## config.mk

```make
export PLATFORM = sky130hd
export DESIGN_NAME = imd_unit
export DESIGN_NICKNAME = d
export VERILOG_FILES = /design/src/rtl/imd_pkg.sv /design/src/rtl/imd_mul_core.sv /design/src/rtl/imd_div_core.sv /design/src/rtl/imd_ctrl.sv /design/src/rtl/imd_unit.sv
export SDC_FILE = /design/constraint.sdc
export NUM_CORES = 1
export LEC_CHECK = 0
export BUFFER_PORTS_ARGS = -buffer_cell sky130_fd_sc_hd__buf_2
export CORE_AREA = 3 3 313 238
export DETAILED_ROUTE_END_ITERATION = 7
export DIE_AREA = 0 0 316 241
export GPL_ROUTABILITY_DRIVEN = 0
export PLACE_DENSITY = 0.42
export SYNTH_ARGS = -nofsm -noshare
export SYNTH_HDL_FRONTEND = slang
export SYNTH_SLANG_ARGS = --single-unit
export TNS_END_PERCENT = 30
```

## constraint.sdc

```tcl
create_clock -name clk -period 9.81 [get_ports clk]
set_clock_uncertainty 0.2 [all_clocks]
set_input_delay 2.4525 -clock clk [delete_from_list [all_inputs] [get_ports clk]]
set_output_delay 2.4525 -clock clk [all_outputs]
set_load 0.01 [all_outputs]
```

## src/rtl/imd_pkg.sv

```systemverilog
package imd_pkg;

    typedef enum logic [2:0] {
        OP_MUL  = 3'd0,
        OP_DIV  = 3'd1,
        OP_DIVU = 3'd2,
        OP_REM  = 3'd3,
        OP_REMU = 3'd4
    } imd_op_t;

    typedef enum logic [1:0] {
        ST_IDLE = 2'd0,
        ST_RUN  = 2'd1,
        ST_FIX  = 2'd2,
        ST_DONE = 2'd3
    } imd_state_t;

    function automatic logic op_is_signed(input logic [2:0] op);
        return (op == OP_DIV) || (op == OP_REM);
    endfunction

endpackage

```

## src/rtl/imd_mul_core.sv

```systemverilog
module imd_mul_core #(
    parameter int W = 32
) (
    input  logic         clk,
    input  logic         rst_n,
    input  logic         load,
    input  logic         step,
    input  logic [W-1:0] a,
    input  logic [W-1:0] b,
    output logic [W-1:0] prod_lo
);
    // Low word of a two's-complement product equals the low word of the
    // unsigned product, so a plain shift-add over W bits suffices.
    logic [W-1:0] acc_q;
    logic [W-1:0] mcand_q;
    logic [W-1:0] mplier_q;

    always_ff @(posedge clk) begin
        if (!rst_n) begin
            acc_q    <= '0;
            mcand_q  <= '0;
            mplier_q <= '0;
        end else if (load) begin
            acc_q    <= '0;
            mcand_q  <= a;
            mplier_q <= b;
        end else if (step) begin
            if (mplier_q[0]) begin
                acc_q <= acc_q + mcand_q;
            end
            mcand_q  <= mcand_q << 1;
            mplier_q <= mplier_q >> 1;
        end
    end

    assign prod_lo = acc_q;

endmodule

```

## src/rtl/imd_div_core.sv

```systemverilog
module imd_div_core #(
    parameter int W = 32
) (
    input  logic         clk,
    input  logic         rst_n,
    input  logic         load,
    input  logic         step,
    input  logic         sgn,
    input  logic [W-1:0] a,
    input  logic [W-1:0] b,
    output logic [W-1:0] quo_o,
    output logic [W-1:0] rem_o
);
    logic [W-1:0] quo_q;
    logic [W-1:0] part_q;
    logic [W-1:0] dvs_q;
    logic [W-1:0] dvd_q;
    logic         neg_quo_q;
    logic         neg_rem_q;
    logic         zero_q;

    logic [W-1:0] a_mag;
    logic [W-1:0] b_mag;
    logic [W:0]   shifted;
    logic [W:0]   trial;

    always_comb begin
        a_mag   = (sgn && a[W-1]) ? (~a + 1'b1) : a;
        b_mag   = (sgn && b[W-1]) ? (~b + 1'b1) : b;
        shifted = {part_q, quo_q[W-1]};
        trial   = shifted - {1'b0, dvs_q};
    end

    always_ff @(posedge clk) begin
        if (!rst_n) begin
            quo_q     <= '0;
            part_q    <= '0;
            dvs_q     <= '0;
            dvd_q     <= '0;
            neg_quo_q <= 1'b0;
            neg_rem_q <= 1'b0;
            zero_q    <= 1'b0;
        end else if (load) begin
            quo_q     <= a_mag;
            part_q    <= '0;
            dvs_q     <= b_mag;
            dvd_q     <= a;
            neg_quo_q <= sgn && (a[W-1] ^ b[W-1]);
            neg_rem_q <= sgn && a[W-1];
            zero_q    <= (b == '0);
        end else if (step) begin
            if (!trial[W]) begin
                part_q <= trial[W-1:0];
                quo_q  <= {quo_q[W-2:0], 1'b1};
            end else begin
                part_q <= shifted[W-1:0];
                quo_q  <= {quo_q[W-2:0], 1'b0};
            end
        end
    end

    always_comb begin
        if (zero_q) begin
            quo_o = '1;
            rem_o = dvd_q;
        end else begin
            quo_o = neg_quo_q ? (~quo_q + 1'b1) : quo_q;
            rem_o = neg_rem_q ? (~part_q + 1'b1) : part_q;
        end
    end

endmodule

```

## src/rtl/imd_ctrl.sv

```systemverilog
module imd_ctrl
    import imd_pkg::*;
#(
    parameter int W = 32
) (
    input  logic         clk,
    input  logic         rst_n,
    input  logic         req_valid,
    input  logic [2:0]   req_op,
    input  logic         rsp_ready,
    input  logic [W-1:0] mul_res,
    input  logic [W-1:0] quo_res,
    input  logic [W-1:0] rem_res,
    output logic         req_ready,
    output logic         rsp_valid,
    output logic [W-1:0] rsp_data,
    output logic         load,
    output logic         step
);
    localparam int CW = (W > 2) ? $clog2(W) : 1;
    localparam logic [CW-1:0] LAST = CW'(W - 1);

    imd_state_t   state_q;
    imd_state_t   state_d;
    logic [CW-1:0] iter_q;
    logic [2:0]    op_q;
    logic [W-1:0]  res_q;

    // state register
    always_ff @(posedge clk) begin
        if (!rst_n) begin
            state_q <= ST_IDLE;
        end else begin
            state_q <= state_d;
        end
    end

    // transitions
    always_comb begin
        state_d = state_q;
        unique case (state_q)
            ST_IDLE: if (req_valid)          state_d = ST_RUN;
            ST_RUN:  if (iter_q == LAST)     state_d = ST_FIX;
            ST_FIX:                          state_d = ST_DONE;
            ST_DONE: if (rsp_ready)          state_d = ST_IDLE;
            default:                         state_d = ST_IDLE;
        endcase
    end

    // outputs
    always_comb begin
        req_ready = (state_q == ST_IDLE);
        rsp_valid = (state_q == ST_DONE);
        load      = (state_q == ST_IDLE) && req_valid;
        step      = (state_q == ST_RUN);
        rsp_data  = res_q;
    end

    // iteration count, latched op and result
    always_ff @(posedge clk) begin
        if (!rst_n) begin
            iter_q <= '0;
            op_q   <= '0;
            res_q  <= '0;
        end else begin
            if (load) begin
                iter_q <= '0;
                op_q   <= req_op;
            end else if (step) begin
                iter_q <= iter_q + 1'b1;
            end
            if (state_q == ST_FIX) begin
                case (op_q)
                    OP_MUL:           res_q <= mul_res;
                    OP_DIV, OP_DIVU:  res_q <= quo_res;
                    OP_REM, OP_REMU:  res_q <= rem_res;
                    default:          res_q <= '0;
                endcase
            end
        end
    end

endmodule

```

## src/rtl/imd_unit.sv

```systemverilog
module imd_unit
    import imd_pkg::*;
#(
    parameter int W = 32
) (
    input  logic         clk,
    input  logic         rst_n,
    input  logic         req_valid,
    output logic         req_ready,
    input  logic [2:0]   req_op,
    input  logic [W-1:0] req_a,
    input  logic [W-1:0] req_b,
    output logic         rsp_valid,
    input  logic         rsp_ready,
    output logic [W-1:0] rsp_data
);
    logic         load;
    logic         step;
    logic         sgn;
    logic [W-1:0] mul_res;
    logic [W-1:0] quo_res;
    logic [W-1:0] rem_res;

    assign sgn = op_is_signed(req_op);

    imd_ctrl #(.W(W)) u_ctrl (
        .clk       (clk),
        .rst_n     (rst_n),
        .req_valid (req_valid),
        .req_op    (req_op),
        .rsp_ready (rsp_ready),
        .mul_res   (mul_res),
        .quo_res   (quo_res),
        .rem_res   (rem_res),
        .req_ready (req_ready),
        .rsp_valid (rsp_valid),
        .rsp_data  (rsp_data),
        .load      (load),
        .step      (step)
    );

    imd_mul_core #(.W(W)) u_mul (
        .clk     (clk),
        .rst_n   (rst_n),
        .load    (load),
        .step    (step),
        .a       (req_a),
        .b       (req_b),
        .prod_lo (mul_res)
    );

    imd_div_core #(.W(W)) u_div (
        .clk   (clk),
        .rst_n (rst_n),
        .load  (load),
        .step  (step),
        .sgn   (sgn),
        .a     (req_a),
        .b     (req_b),
        .quo_o (quo_res),
        .rem_o (rem_res)
    );

endmodule

```

## After elaboration in Yosys (flattened, before gate mapping)

Cells that the tools add are included.

- Add/sub/neg operators: 7
- Multiply operators: 0
- Div/mod/pow operators: 0
- $lt $le $gt $ge: 0
- Eq/ne operators: 13
- Shift operators: 0
- Multiplexer cells: 19
- Bitwise operators: 6
- Reduce and logical (&&, ||, !) cells: 14

Operators with widths:

| kind | count |
|---|---|
| 32-bit 2-to-1 mux | 13 |
| 32-bit by 1-bit adder with 32-bit output (second input constant) | 4 |
| 32-bit NOT | 4 |
| 32-bit case mux with 3 select lines | 1 |
| 33-bit by 32-bit subtractor with 33-bit output | 1 |
| 32-bit adder | 1 |
| 32-bit zero test | 1 |
| 3-bit by 2-bit == test with 1-bit output (second input constant) | 3 |
| 2-bit case mux with 4 select lines | 1 |
| 3-bit by 1-bit == test with 1-bit output (second input constant) | 2 |
| 2-bit 2-to-1 mux | 3 |
| 2-bit OR reduction | 3 |
| 5-bit by 1-bit adder with 5-bit output (second input constant) | 1 |
| 5-bit == test (second input constant) | 1 |
| 2-bit == test (second input constant) | 2 |
| 1-bit logical AND | 4 |
| 2-bit by 1-bit != test with 1-bit output (second input constant) | 2 |
| 3-bit == test (second input constant) | 1 |
| 3-bit zero test | 1 |
| 3-bit AND reduction | 1 |
| 2-bit by 1-bit == test with 1-bit output (second input constant) | 1 |
| 2-bit zero test | 1 |
| 2-bit != test (second input constant) | 1 |
| 2-bit AND reduction | 1 |
| 5 further kinds | 5 |

- Flip-flop bits (word level): 269
- Latch bits: 0
- Memory bits (writable): 0
- ROM bits: 0
- Output and inout bits: 34
- Word-level logic and storage cells: 73
- Memories: 0

## Longest topological paths before layout

- Depth after elaboration: 5
- Mapped depth: 14
- Depth with buffers taken out: 12

## By module

Synthesis repeated with hierarchy kept, for this count alone.

- Cell total of the unflattened synthesis: 2299
- Area total of the unflattened synthesis: 18820.6 µm²

Modules (own cells, without submodules):

| module | instances | cells an instance | area each (µm²) | sequential area each (µm²) |
|---|---|---|---|---|
| imd_div_core | 1 | 1275 | 9920.8 | 2622.5 |
| imd_mul_core | 1 | 707 | 5768.0 | 1921.8 |
| imd_ctrl | 1 | 316 | 3118.0 | 840.8 |
| imd_unit | 1 | 1 | 13.8 | 0.0 |

## Least setup slack after synthesis

No wires, ideal clock.

- Path kind: input to register
- Start: input port req_b[14]
- End: register u_div.dvs_q[30]
- Data arrival time: 4.659 ns
- Path slack: 4.818 ns
- Cell stages on the path: 8
- Cells stage by stage: or4_1 > or4_1 > or4_1 > nor2_1 > nand2_1 > o31ai_1 > xor2_1 > a21oi_1

- Longest elaborated chain between the ends: 3

RTL lines:

| item | line | source |
|---|---|---|
| start, declared | imd_unit.sv:12 | `input logic [W-1:0] req_b,` |
| 32-bit NOT | imd_div_core.sv:29 | `b_mag = (sgn && b[W-1]) ? (~b + 1'b1) : b;` |
| 32-bit by 1-bit adder with 32-bit output | imd_div_core.sv:29 |  |
| 32-bit 2-to-1 mux | imd_div_core.sv:29 |  |
| end signal, assigned | imd_div_core.sv:46 | `dvs_q <= b_mag;` |
| end, declared | imd_div_core.sv:16 | `logic [W-1:0] dvs_q;` |

No other way between the ends.
A chain may end at the register's enable or synchronous reset.

## Worst setup path in the final report

- Start: input port req_a[2]
- End: register u_div.quo_q[28]

- Longest elaborated chain between the ends: 4

RTL lines:

| item | line | source |
|---|---|---|
| start, declared | imd_unit.sv:11 | `input logic [W-1:0] req_a,` |
| 32-bit NOT | imd_div_core.sv:28 | `a_mag = (sgn && a[W-1]) ? (~a + 1'b1) : a;` |
| 32-bit by 1-bit adder with 32-bit output | imd_div_core.sv:28 |  |
| 32-bit 2-to-1 mux | imd_div_core.sv:28 |  |
| 32-bit 2-to-1 mux | imd_div_core.sv:43 | `end else if (load) begin` |
| end signal, assigned | imd_div_core.sv:44 | `quo_q <= a_mag;` |
| end signal, assigned | imd_div_core.sv:54 | `quo_q <= {quo_q[W-2:0], 1'b1};` |
| end signal, assigned | imd_div_core.sv:57 | `quo_q <= {quo_q[W-2:0], 1'b0};` |
| end, declared | imd_div_core.sv:14 | `logic [W-1:0] quo_q;` |

No other way between the ends.

==> results.cfg <==
[run_status]
status = finished, final reports clean

[synth]
synth.avg_cell_area_um2 = 7.98
ys_types = 79
ys_seq_elements = 269
yosys_most_used_dff = dfxtp_1
ys.warnings.count = 0
async_flop_share_pct = 0
synth_edf_count = 0
synth_cells = 2229
syn_area_mm2 = 0.0178
syn_nets = 2375
yosysSeqAreaShare_pct = 30.3

[drt]
vias = 16636
wirelength_um = 65800
vias_per_cell = 5.15
first_pass_iters = 5
postRouteAntennaNets = 0
drtIter0Drc = 1326
wire_per_inst_um = 20.4
drcViolationCount = 0

[floorplanning]
boundaryPins = 105
num_rows = 85
start_util_pct = 24.9
die-area_mm2 = 0.0762
die_h_um = 241
core_mm2 = 0.0716
die_width_um = 316

[timing]
fin_setup_tns_ns = 0
worstMarginPinSlew_ns = 1.19
finalCritPeriodShare_pct = 49.9
setup-violations-final = 0
hold_viol_final = 0
drv_slew = 0
relSlewSlack_pct = 20.4
final.min_clock_period_ns = 4.90
fmaxAchievable_mhz = 204
rsz0062_at_grt = false

[global_routing]
antenna_found_initial = 3
busiest_layer = met1
grt_usage_pct = 16.8
grt_max_degree = 98
met3_usage_pct = 3.42
use_met1_pct = 26.8
met2_usage_pct = 22.8
grt_pass1_vias = 15307
grt_overflow = 0
grt_pass1_wl_um = 97800

[job]
maxCapViolCount = 0

[pwr]
power.density_mw_per_mm2 = 293
pwr-share-comb_pct = 50.8
p_sw_share_pct = 45.0
clockPowerShare_pct = 21.7
switching_power_mw = 2.67
seqPwrFrac_pct = 27.5
ir_drop_uv = 212
internal_power_mw = 3.27
leakage_nw = 8.75

[critical_path]
rr_worst_depth = 13
cp-start-kind = input port
r2r_setup_slack_ns = 5.78
critPathKind = in2reg
rr_endpoint = u_div.quo_q[0]
worst_path_most_repeated_cell = nor3_1
critPathCaptureType = flip-flop
path_max_fanout = 6
required_ns = 10.04
slowest_delay_ns = 0.51
cp_num_buf_inv = 1
slowest_stage = nor3_1
critPathArrivalTime_ns = 5.13
cp_top_family = simple AND/OR/NAND/NOR gates
reg2reg_from = u_div.quo_q[31]
crit_chain = buf_2 -> or3_1 -> nor3_1 -> and2_1 -> nand2_1 -> nor3_1 -> nand3_1 -> o31ai_1 -> xnor2_1 -> o211a_1

[layout]
syn_to_final_growth_pct = 14.1
utilization_pct = 28.4
fin_nets = 2391
drive_gt1_share_pct = 10.3

[clocking]
cts_root_buf = clkbuf_16
hold_buffers = 0
clockBufferDepth = 3
ctsResizeCount = 0
post_cts_buffers = 0
numCtsBuffers = 35
clock_latency_ns = 0.55
cts_tree = done
cts.sinks = 269
clk_pin_slew_ns = 0.05
htreeDepth = 2

[worst_hold_path]
whs_path_depth = 2
hold_end = u_ctrl.rsp_data[30]
worstHoldStart = u_ctrl.rsp_data[30]
hold_class = reg2reg

[place]
dp_hpwl_um = 49200
io_buffers = 104
==> cell usage in the layout, fill, tap and decap left out, types with 17 or more instances in the layout <==
cell,count
nor3_1,28
nor2b_1,29
a21o_1,37
nand2_1,353
nand3_1,37
dfxtp_1,268
o41ai_1,18
mux2_2,33
inv_1,60
o21ai_0,132
xnor2_1,84
o211a_1,87
a211oi_1,24
o21a_1,18
xor2_1,80
o31ai_1,29
or4_1,20
a21oi_1,160
o211ai_1,17
nor2_1,113
clkbuf_16,36
buf_4,21
a21boi_0,75
buf_2,103
ha_1,72
mux2i_1,86
a31oi_1,27
and3_1,22
==> synth_stat cells, drive strengths merged, types with 22 or more instances <==
cell | n | share of area (%)
o211a | 87 | 4.9
nand3 | 38 | 1.1
mux2 | 33 | 2.1
a211oi | 24 | 1.0
o31ai | 30 | 1.3
dfxtp | 269 | 30
or4 | 24 | 1.1
xnor2 | 84 | 4.1
clkbuf | 128 | 2.7
nor2b | 29 | 1.0
o21ai | 138 | 3.9
ha | 73 | 5.1
nor2 | 113 | 2.4
a21oi | 162 | 4.6
nor3 | 29 | 0.82
a21boi | 76 | 3.2
a31oi | 27 | 0.95
xor2 | 80 | 3.9
mux2i | 86 | 4.8
and3 | 22 | 0.77
nand2 | 355 | 7.5
a21o | 37 | 1.6
inv | 60 | 1.3
==> cells by family after synthesis <==
kind of cell,count (synthesis),synth area share (%)
buffers and inverters,208,4.44
AND/OR/NAND/NOR,690,17.7
flip-flops,269,30.3
AO/OA/AOI/OAI,704,27.2
multiplexers,119,6.93
XOR/XNOR,164,8.07
adder cells (fa/ha/maj),75,5.36
==> sequential cells by signal, indices dropped and copies added, names as in the netlist, 2 cells and up <==
| name | cells |
|---|---|
| u_ctrl.rsp_data | 32 |
| u_div.part_q | 32 |
| u_mul.mcand_q | 32 |
| u_div.dvd_q | 32 |
| u_div.quo_q | 32 |
| u_mul.prod_lo | 32 |
| u_ctrl.state_q | 2 |
| u_ctrl.op_q | 3 |
| u_div.dvs_q | 32 |
| u_ctrl.iter_q | 5 |
| u_mul.mplier_q | 32 |
==> power groups by stage <==
| stage | sequential, mW | clock [mW] | combinational (mW) |
|---|---|---|---|
| floorplan | 1.54 | 0 | 2.24 |
| global placement | 1.65 | 0 | 2.97 |
| detailed placement | 1.65 | 0 | 2.98 |
| CTS | 1.63 | 1.32 | 3.00 |
| global route | 1.67 | 1.37 | 3.34 |
| finish | 1.63 | 1.29 | 3.02 |
==> routing by layer <==
layer,up-vias,share of wire (%)
met3,59,6.6
met1,8041,54
met4,2,1.4
li1,8083,-
met2,451,38
met5,-,0.020
==> worst max-delay path by stage <==
| stage | from | end | slack, ns | cells after the start |
|---|---|---|---|---|
| 4_1_cts | req_a[2] | u_div.quo_q[28] | 4.96 | 10 |
| 6_report | req_a[2] | u_div.quo_q[28] | 4.91 | 10 |
| 3_5_place_dp | req_a[2] | u_div.quo_q[28] | 4.40 | 10 |
| 3_3_place_gp | req_b[12] | u_div.dvs_q[30] | 4.42 | 9 |
| 2_1_floorplan | req_b[14] | u_div.dvs_q[30] | 4.82 | 8 |
| 5_1_grt | req_a[2] | u_div.quo_q[28] | 4.73 | 10 |
==> worst reg2reg max path, stage by stage (launching register included) <==
cell and delay [ns]:
dfxtp_1 0.41, inv_1 0.09, ha_1 0.21, fa_1 0.39, nor2b_1 0.22, o31a_1 0.22
o2111ai_1 0.19, a21boi_0 0.61, o211ai_1 0.19, nand3_2 0.12, buf_4 0.48, nor2_1 0.30
o21ai_0 0.21, a21boi_0 0.09
==> metrics by stage <==
stage / worst slack (ns) / cell area, um2 / hold slack (ns) / std cells / total power, mW
3_5_place_dp: 4.40 / 19200 / 0.242 / 3165 / 4.64
2_1_floorplan: 4.82 / 17800 / 0.231 / 2229 / 3.78
3_3_place_gp: 4.42 / 19200 / 0.235 / 3165 / 4.62
6_report: 4.91 / 20300 / 0.245 / 3228 / 5.94
4_1_cts: 4.96 / 20300 / 0.256 / 3227 / 5.95
5_1_grt: 4.73 / 20300 / 0.271 / 3227 / 6.37
==> area by class of cell <==
type                    instances  area [um2]
inverters                      62         233
clock inverters                 9         114
clock buffers                  53        1010
well taps                     957        1200
fillers                      7757       51300
repair buffers                125         684
flip-flops and latches        269        5390
multi-input cells            1752       11700
diodes                          1        2.50
No activity file was read; power rests on OpenSTA's default activity.
